<file path="config.mk">
export PLATFORM = sky130hd
export DESIGN_NAME = aud_tx_holdbuf
export DESIGN_NICKNAME = d
export VERILOG_FILES = /design/src/rtl/aud_tx_pkg.sv /design/src/rtl/aud_tx_fsm.sv /design/src/rtl/aud_tx_slot_ctr.sv /design/src/rtl/aud_tx_status.sv /design/src/rtl/aud_tx_holdbuf.sv
export SDC_FILE = /design/constraint.sdc
export NUM_CORES = 1
export LEC_CHECK = 0
export ABC_AREA = 1
export ABC_CLOCK_PERIOD_IN_PS = 1400
export BUFFER_PORTS_ARGS = -buffer_cell sky130_fd_sc_hd__buf_2
export CAP_MARGIN = 0
export CORE_MARGIN = 8
export CORE_UTILIZATION = 40
export CTS_BUF_LIST = sky130_fd_sc_hd__clkbuf_4 sky130_fd_sc_hd__clkbuf_8
export CTS_CLUSTER_DIAMETER = 50
export DETAILED_ROUTE_END_ITERATION = 6
export GPL_TIMING_DRIVEN = 0
export PLACE_DENSITY = 0.82
export SLEW_MARGIN = 20
export SYNTH_ARGS = -nofsm -noshare
export SYNTH_HDL_FRONTEND = slang
export SYNTH_HIERARCHICAL = 1
export SYNTH_SLANG_ARGS = --single-unit
</file>
<file path="constraint.sdc">
create_clock -name clk -period 1.4 [get_ports clk]
set_input_delay 0.07 -clock clk [delete_from_list [all_inputs] [get_ports clk]]
set_output_delay 0.07 -clock clk [all_outputs]
set_load 0.02 [all_outputs]
</file>
<file path="src/rtl/aud_tx_pkg.sv">
package aud_tx_pkg;
    typedef enum logic [1:0] {
        TX_IDLE   = 2'd0,
        TX_LOADED = 2'd1,
        TX_STALE  = 2'd2
    } txbuf_state_e;

    localparam int STAT_W    = 32;
    localparam int FLAG_BIT  = 29;
    localparam int EN_BIT    = 28;
    localparam int SWORD_BIT = 3;
    localparam int CHAN_LSB  = 4;
endpackage

</file>
<file path="src/rtl/aud_tx_fsm.sv">
module aud_tx_fsm
    import aud_tx_pkg::*;
(
    input  logic clk,
    input  logic rst_n,
    input  logic wr_en,
    input  logic word_req,
    output logic fresh,
    output logic uflow
);
    txbuf_state_e state_q, state_d;

    // state register
    always_ff @(posedge clk or negedge rst_n) begin
        if (!rst_n) state_q <= TX_IDLE;
        else        state_q <= state_d;
    end

    // transitions
    always_comb begin
        state_d = state_q;
        unique case (state_q)
            TX_IDLE: begin
                if (wr_en)         state_d = TX_LOADED;
                else if (word_req) state_d = TX_STALE;
            end
            TX_LOADED: begin
                if (wr_en)         state_d = TX_LOADED;
                else if (word_req) state_d = TX_IDLE;
            end
            TX_STALE: begin
                if (wr_en)         state_d = TX_LOADED;
            end
            default: state_d = TX_IDLE;
        endcase
    end

    // outputs
    always_comb begin
        fresh = (state_q == TX_LOADED);
        uflow = word_req && (state_q != TX_LOADED);
    end
endmodule

</file>
<file path="src/rtl/aud_tx_slot_ctr.sv">
module aud_tx_slot_ctr #(
    parameter int CHAN_W = 2
) (
    input  logic              clk,
    input  logic              rst_n,
    input  logic              step,
    input  logic [CHAN_W-1:0] last,
    output logic [CHAN_W-1:0] chan,
    output logic              sword
);
    logic wrap;
    assign wrap = (chan >= last);

    always_ff @(posedge clk or negedge rst_n) begin
        if (!rst_n) begin
            chan  <= '0;
            sword <= 1'b0;
        end else if (step) begin
            if (wrap) begin
                chan  <= '0;
                sword <= ~sword;
            end else begin
                chan  <= chan + 1'b1;
            end
        end
    end
endmodule

</file>
<file path="src/rtl/aud_tx_status.sv">
module aud_tx_status
    import aud_tx_pkg::*;
#(
    parameter int CHAN_W = 2
) (
    input  logic              clk,
    input  logic              rst_n,
    input  logic              uflow,
    input  logic              st_wr_en,
    input  logic [STAT_W-1:0] st_wr_data,
    input  logic [CHAN_W-1:0] chan,
    input  logic              sword,
    output logic [STAT_W-1:0] st_rd_data,
    output logic              irq
);
    logic flag_q, en_q;
    logic unused_wr_bits;
    assign unused_wr_bits = ^{st_wr_data[STAT_W-1:FLAG_BIT+1], st_wr_data[EN_BIT-1:0]};

    always_ff @(posedge clk or negedge rst_n) begin
        if (!rst_n) begin
            flag_q <= 1'b0;
            en_q   <= 1'b0;
        end else begin
            if (st_wr_en) en_q <= st_wr_data[EN_BIT];
            if (uflow)
                flag_q <= 1'b1;
            else if (st_wr_en && !st_wr_data[FLAG_BIT])
                flag_q <= 1'b0;
        end
    end

    always_comb begin
        st_rd_data = '0;
        st_rd_data[FLAG_BIT]             = flag_q;
        st_rd_data[EN_BIT]               = en_q;
        st_rd_data[SWORD_BIT]            = sword;
        st_rd_data[CHAN_LSB +: CHAN_W]   = chan;
        irq = flag_q & en_q;
    end
endmodule

</file>
<file path="src/rtl/aud_tx_holdbuf.sv">
module aud_tx_holdbuf
    import aud_tx_pkg::*;
#(
    parameter int DATA_W = 24,
    parameter int CHAN_W = 2
) (
    input  logic              clk,
    input  logic              rst_n,
    input  logic              wr_en,
    input  logic [DATA_W-1:0] wr_data,
    input  logic              st_wr_en,
    input  logic [STAT_W-1:0] st_wr_data,
    output logic [STAT_W-1:0] st_rd_data,
    input  logic [CHAN_W-1:0] chan_last,
    input  logic              word_req,
    output logic [DATA_W-1:0] tx_word,
    output logic              irq
);
    logic              fresh, uflow, sword;
    logic [CHAN_W-1:0] chan;
    logic [DATA_W-1:0] hold_q;

    aud_tx_fsm u_fsm (
        .clk(clk), .rst_n(rst_n), .wr_en(wr_en), .word_req(word_req),
        .fresh(fresh), .uflow(uflow)
    );

    aud_tx_slot_ctr #(.CHAN_W(CHAN_W)) u_slot (
        .clk(clk), .rst_n(rst_n), .step(word_req), .last(chan_last),
        .chan(chan), .sword(sword)
    );

    aud_tx_status #(.CHAN_W(CHAN_W)) u_stat (
        .clk(clk), .rst_n(rst_n), .uflow(uflow), .st_wr_en(st_wr_en),
        .st_wr_data(st_wr_data), .chan(chan), .sword(sword),
        .st_rd_data(st_rd_data), .irq(irq)
    );

    // holding register and the word handed to the shifter
    always_ff @(posedge clk or negedge rst_n) begin
        if (!rst_n) begin
            hold_q  <= '0;
            tx_word <= '0;
        end else begin
            if (word_req) tx_word <= hold_q;
            if (wr_en)    hold_q  <= wr_data;
        end
    end
endmodule

</file>
==> results_dict.tcl, run 1 <==
set metrics [dict create \
    status "finished clean" \
    critPathRequiredTime_ns 1.59 \
    grtUsageMet3 0.0402 \
    diodes 0 \
    antenna_found_initial 0 \
    cts_buffers 5 \
    hold_class "input pin to flip-flop" \
    setup_violations 0 \
    top_usage_layer "met2" \
    cap_violations 0 \
    syn_inst 286 \
    met1_usage 0.144 \
    yosys-top-cells-area "dfrtp_1, nand2_1, buf_4" \
    muxShareOfSynthArea 0 \
    yosysMostFrequentCell "nand2_1" \
    clk_pin_slew_ns 0.09 \
    cp-start-kind "input pin" \
    vias 1965 \
    tightest_slew_ns 0.669 \
    critPathKind "input pin to flip-flop" \
    avgSynthCellArea_sq_um 8.77 \
    cp_common_cell "dlygate4sd3_1" \
    start_util 0.404 \
    ctsResizeCount 0 \
    synth_area_leader_cell "dfrtp_1" \
    max_slew_margin 0.554 \
    overflow 0 \
    synth_xor_area_frac 0.00698 \
    synthFlopType "dfrtp_1" \
    die_h_um 95.2 \
    grt_pass1_vias 2049 \
    vias_per_cell 4.04 \
    worst_ep_arrival_time_ns 1.41 \
    grt_setup_unrepaired "no" \
    nNetsFinal 473 \
    cpPeakStageDelay_ns 0.54 \
    core-area_sq_um 6200 \
    synth_seq_cells 55 \
    setup-tns-final_ns 0 \
    rr_worst_depth 7 \
    die_w_um 95.2 \
    crit_path_cell_trace "dlygate4sd3_1 > buf_2 > nand2_1 > o21ai_1 > dlygate4sd3_1" \
    route.detailed.drc 0 \
    end_kind "flip-flop" \
    drtPass1Iterations 4 \
    mappedNetlistArea_sq_um 2510 \
    cts_htree_levels 2 \
    synth_compound_area_frac 0.00200 \
    placement.cell_area_sq_um 3020 \
    wire_per_inst_um 11.2 \
    clock-sinks 55 \
    ys_async_sr_fraction 1.00 \
    crit_start "st_wr_en" \
    grt_pass1_wl_um 9160 \
    rows 29 \
    track_usage 0.126 \
    p_per_area_nw_per_um2 1160 \
    syn_to_final_growth_pct 34.9 \
    synth_warnings 6 \
    worstSetupEndpoint "u_stat/en_q" \
    power_w 0.00394 \
    cts_root_buffer "clkbuf_8" \
    grt_util_met2 0.226 \
    period_share 0.871 \
    cellLeakagePower_nw 1.99 \
    hpwl_um 3920 \
    rrSetupSlack_ns 0.19 \
    synth_edf_count 0 \
    hold_viol_final 0 \
    period_minus_slack_ns 1.22 \
    slew_viol_final 0 \
    drive_above_1_share 0.313 \
    ys_seq_area_frac 0.549 \
    synth_top_family_by_area "simple AND/OR/NAND/NOR gates" \
    routed_wl_um 5430 \
    portBuffers 62 \
    fin_ws_ns 0.181 \
    synth_fa_ha_area_frac 0.00998 \
    path_max_fanout 3 \
    dieArea_sq_um 9060 \
    yosys.area.top_type_share 0.549 \
    final_cell_area_sq_um 3380 \
    gp_congestion 0.706 \
    cts_setup_buffers 0 \
    regToRegStartpoint "u_slot/chan[0]" \
    critPathSlowestCell "dlygate4sd3_1" \
    grt_max_degree 56 \
    tritoncts "built" \
    final_antenna_net_count 0 \
    synth_commonest_cells "nand2_1, dfrtp_1, buf_4" \
    num_io_pins 120 \
    fmax_mhz 820 \
    clk_path_buf_depth 2 \
    clock_skew_ns 0.00268 \
    yosys.area_share.simple 0.267 \
    pre_cts_ws_ns 0.199 \
    ys_types 18 \
    irDropWorstVdd_mv 0.550 \
    initialDrtViolationCount 113 \
    reg2reg_to "u_slot/chan[0]" \
    clk_latency_ns 0.30 \
]
## cells by family after synthesis
logic type,count (synthesis)
xor+xnor,2
compound gates,1
fa+ha+maj,2
flops,55
other cells,1
buf+inv,57
simple gates,168
## what timing repair did
action | CTS | global route
endpoints found under the setup margin | 0 | 0
hold buffers | 27 | 0
hold endpoints to repair | 80 | 0
## layout make-up
type	instances	area, sq um
Fill cell	580	2820
Sequential cell	55	1380
Multi-Input combinational cell	200	820
Timing Repair Buffer	89	583
Buffer	42	347
Tap cell	77	96.3
Clock buffer	6	82.6
Inverter	15	63.8
Clock inverter	2	16.3
## flip-flops by register name (all words and copies together), names as in the netlist
| register | cells |
|---|---|
| hold_q | 24 |
| tx_word | 24 |
| u_fsm/state_q | 2 |
| u_slot/chan | 2 |
| u_slot/sword | 1 |
| u_stat/en_q | 1 |
| u_stat/flag_q | 1 |
## report_power, final
group	internal (W)	switching [W]	leakage (nW)
Sequential	0.00179	0.000133	0.678
Combinational	0.000473	0.000624	1.27
Clock	0.000405	0.000508	0.0474
## placed cells by master (no fill, tap or decap)
| cell | netlist | final |
|---|---|---|
| nand2_1 | 148 | 148 |
| buf_2 | 0 | 61 |
| dfrtp_1 | 55 | 55 |
| buf_4 | 36 | 37 |
| dlygate4sd3_1 | 0 | 27 |
| conb_1 | 1 | 27 |
| nand2_2 | 12 | 12 |
| inv_1 | 12 | 12 |
| clkbuf_8 | 0 | 6 |
| buf_6 | 5 | 5 |
| nor2_1 | 5 | 5 |
| nand3_1 | 2 | 2 |
| ha_1 | 2 | 2 |
| inv_6 | 1 | 1 |
| buf_12 | 1 | 1 |
| inv_4 | 1 | 1 |
| clkinv_4 | 0 | 1 |
| clkinvlp_4 | 0 | 1 |
| inv_2 | 1 | 1 |
| nor2_4 | 1 | 1 |
| xnor2_1 | 1 | 1 |
| xor2_1 | 1 | 1 |
| o21ai_1 | 1 | 1 |
## worst min-delay path by stage
| stage | startpoint | end | depth (start not counted) |
|---|---|---|---|
| after floorplan | rst_n | hold_q[0] | 0 |
| after global placement | wr_data[22] | hold_q[22] | 3 |
| after detailed placement | rst_n | tx_word[10] | 1 |
| after CTS | wr_en | u_fsm/state_q[0] | 3 |
| after global routing | wr_en | u_fsm/state_q[0] | 3 |
| final | st_wr_data[29] | u_stat/flag_q | 5 |
## critical path, delay by kind of cell
family / cells / cell delay, ns
buffers and inverters: 3 / 1.22
AO/OA/AOI/OAI: 1 / 0.06
AND/OR/NAND/NOR: 1 / 0.06
## layer usage
layer / wire length, um / share of wire
met5: 0 / 0
met4: 34 / 0.0063
met3: 413 / 0.076
met2: 2780 / 0.51
met1: 2200 / 0.41
## stage by stage
| step | std cells | hold slack, ns | utilization |
|---|---|---|---|
| finish | 486 | 0.0241 | 0.545 |
| global route | 486 | 0.0259 | 0.545 |
| detailed placement | 451 | 0.162 | 0.486 |
| CTS | 486 | 0.0127 | 0.545 |
| floorplan | 312 | -0.226 | - |
| global placement | 451 | 0.271 | 0.486 |
Note: power is estimated with default switching activity, not from simulation.
==> run 2, diff against run 1 <==
--- a/config.mk
+++ b/config.mk
@@ -10,12 +10,12 @@
 export BUFFER_PORTS_ARGS = -buffer_cell sky130_fd_sc_hd__buf_2
 export CAP_MARGIN = 0
 export CORE_MARGIN = 8
-export CORE_UTILIZATION = 40
+export CORE_UTILIZATION = 48
 export CTS_BUF_LIST = sky130_fd_sc_hd__clkbuf_4 sky130_fd_sc_hd__clkbuf_8
 export CTS_CLUSTER_DIAMETER = 50
 export DETAILED_ROUTE_END_ITERATION = 6
 export GPL_TIMING_DRIVEN = 0
-export PLACE_DENSITY = 0.82
+export PLACE_DENSITY = 0.94
 export SLEW_MARGIN = 20
 export SYNTH_ARGS = -nofsm -noshare
 export SYNTH_HDL_FRONTEND = slang
==> run 2 against run 1 <==
  * Clock power is 4.2% lower
  * Largest cell class unchanged
  * Combinational power hardly changed
  * Cell area is 0.41% lower
  * Sequential cell count stayed put
  * Via count is 1.7% higher
  * Sequential share of layout area is 0.17 points higher
  * Core utilization is 12 points higher
  * Count of clock-buffer cells in the layout is 1 lower
  * Fmax is 0.51% higher
  * Clock skew is 0.0062 ns higher
  * Global-route usage is 2.7 points higher
  * Final cell count is 1.4% lower
==> results_dict.tcl, run 2 (same netlist as run 1, synthesis figures left out) <==
set metrics [dict create \
    final_cell_area_sq_um 3370 \
    status "finished clean" \
    rows 26 \
    die_w_um 88.3 \
    final_common_cell "nand2_1" \
    wire_per_inst_um 12.0 \
    cp-start-kind "input pin" \
    tightest_slew_ns 0.667 \
    diodes 0 \
    critPathKind "input pin to flip-flop" \
    tritoncts "built" \
    num_io_pins 120 \
    overflow 0 \
    setup_violations 0 \
    die_h_um 88.3 \
    period_share 0.867 \
    regArea_sq_um 1380 \
    grt_setup_unrepaired "no" \
    cts_root_buffer "clkbuf_8" \
    drive_above_1_share 0.313 \
    vias_per_cell 4.17 \
    pre_cts_ws_ns 0.206 \
    portBuffers 62 \
    gp_congestion 0.762 \
    track_usage 0.153 \
    path_max_fanout 3 \
    p_per_area_nw_per_um2 1160 \
    ctsResizeCount 0 \
    clock_skew_ns 0.00886 \
    route.detailed.drc 0 \
    p_sw_w 0.00128 \
    critPathRequiredTime_ns 1.59 \
    start_util 0.494 \
    p_sw_frac 0.328 \
    sequentialPowerShare 0.494 \
    initialDrtViolationCount 112 \
    power_frac_comb 0.282 \
    cts_htree_levels 2 \
    most-common-layout-cells "nand2_1, buf_2, dfrtp_1" \
    core-area_sq_um 5070 \
    p_clk_frac 0.224 \
    clock-sinks 55 \
    irDropWorstVdd_mv 0.587 \
    cts_setup_buffers 0 \
    clk_latency_ns 0.31 \
    setup-tns-final_ns 0 \
    hold_class "input pin to flip-flop" \
    max_slew_margin 0.556 \
    vias 1998 \
    multi_input_comb_area_sq_um 820 \
    slew_viol_final 0 \
    hpwl_um 3920 \
    grt_max_degree 56 \
    clk_pin_slew_ns 0.09 \
    syn_to_final_growth_pct 34.4 \
    worst_ep_arrival_time_ns 1.40 \
    fmax_mhz 824 \
    clk_path_buf_depth 2 \
    holdWs_ns 0.0235 \
    cap_violations 0 \
    period_minus_slack_ns 1.21 \
    fin_ws_ns 0.187 \
    final_antenna_net_count 0 \
    end_kind "flip-flop" \
    grt_pass1_vias 2032 \
    p_int_w 0.00263 \
    antenna_found_initial 0 \
    cellLeakagePower_nw 1.99 \
    placement.cell_area_sq_um 3010 \
    routed_wl_um 5750 \
    fin_util 0.664 \
    dieArea_sq_um 7800 \
    drtPass1Iterations 4 \
    nNetsFinal 473 \
    hold_viol_final 0 \
    grt_pass1_wl_um 9250 \
    fillers 429 \
    cts_buffers 5 \
    reg_top3 "hold_q x24, tx_word x24" \
]
==> run 2: cell count changes in the layout (fill, tap and decap cells not counted) <==
cell      delta
clkinv_4     +1
clkbuf_8     -1
==> run 2: layer usage <==
layer | GRT usage | vias to the layer above | part of all wire
li1 | - | 1031 | -
met1 | 0.158 | 886 | 0.39
met2 | 0.282 | 66 | 0.52
met3 | 0.0427 | 15 | 0.064
met4 | 0.0630 | 0 | 0.030
met5 | 0 | - | 0
==> run 2: path summary, 6_finish.rpt <==
kind / cells after the start / slack (ns) / to / startpoint
setup reg to reg: 7 / 0.20 / u_slot/chan[0] / u_slot/chan[0]
hold / removal: 3 / 0.02 / u_fsm/state_q[0] / wr_en
min in group asynchronous: 2 / 0.35 / tx_word[3] / rst_n
max in group asynchronous: 2 / 0.61 / hold_q[19] / rst_n
hold reg to reg: 2 / 0.48 / tx_word[18] / tx_word[18]
setup / recovery: 5 / 0.19 / u_stat/en_q / st_wr_en
==> run 2: stage by stage <==
step	cells	total power (W)
2_1_floorplan	312	0.00269
3_3_place_gp	444	0.00296
3_5_place_dp	444	0.00301
4_1_cts	479	0.00396
5_1_grt	479	0.00416
6_report	479	0.00390
==> run 2: power groups by stage <==
stage	combinational (W)	clock (W)	sequential (W)
4_1_cts	0.00111	0.000915	0.00193
5_1_grt	0.00122	0.000988	0.00195
3_3_place_gp	0.00102	0	0.00194
3_5_place_dp	0.00105	0	0.00196
2_1_floorplan	0.000651	0	0.00204
6_report	0.00110	0.000874	0.00193
==> run 2: what timing repair did <==
item                                    4_1_cts  5_1_grt
endpoints found under the hold margin        80        0
hold buffers                                 27        0
endpoints found under the setup margin        0        0
==> run 2: area by class of cell <==
class,count,share of cell area
buffer,42,0.103
clock buffer,5,0.0204
clock inverter,3,0.00742
inverter,15,0.0189
multi-input combinational,200,0.243
sequential,55,0.408
tap,70,0.0260
timing repair buffer,89,0.173
==> run 2: critical path, cell delays in order <==
cell	delay, ns
dlygate4sd3_1	0.54
buf_2	0.14
nand2_1	0.05
o21ai_1	0.05
dlygate4sd3_1	0.55
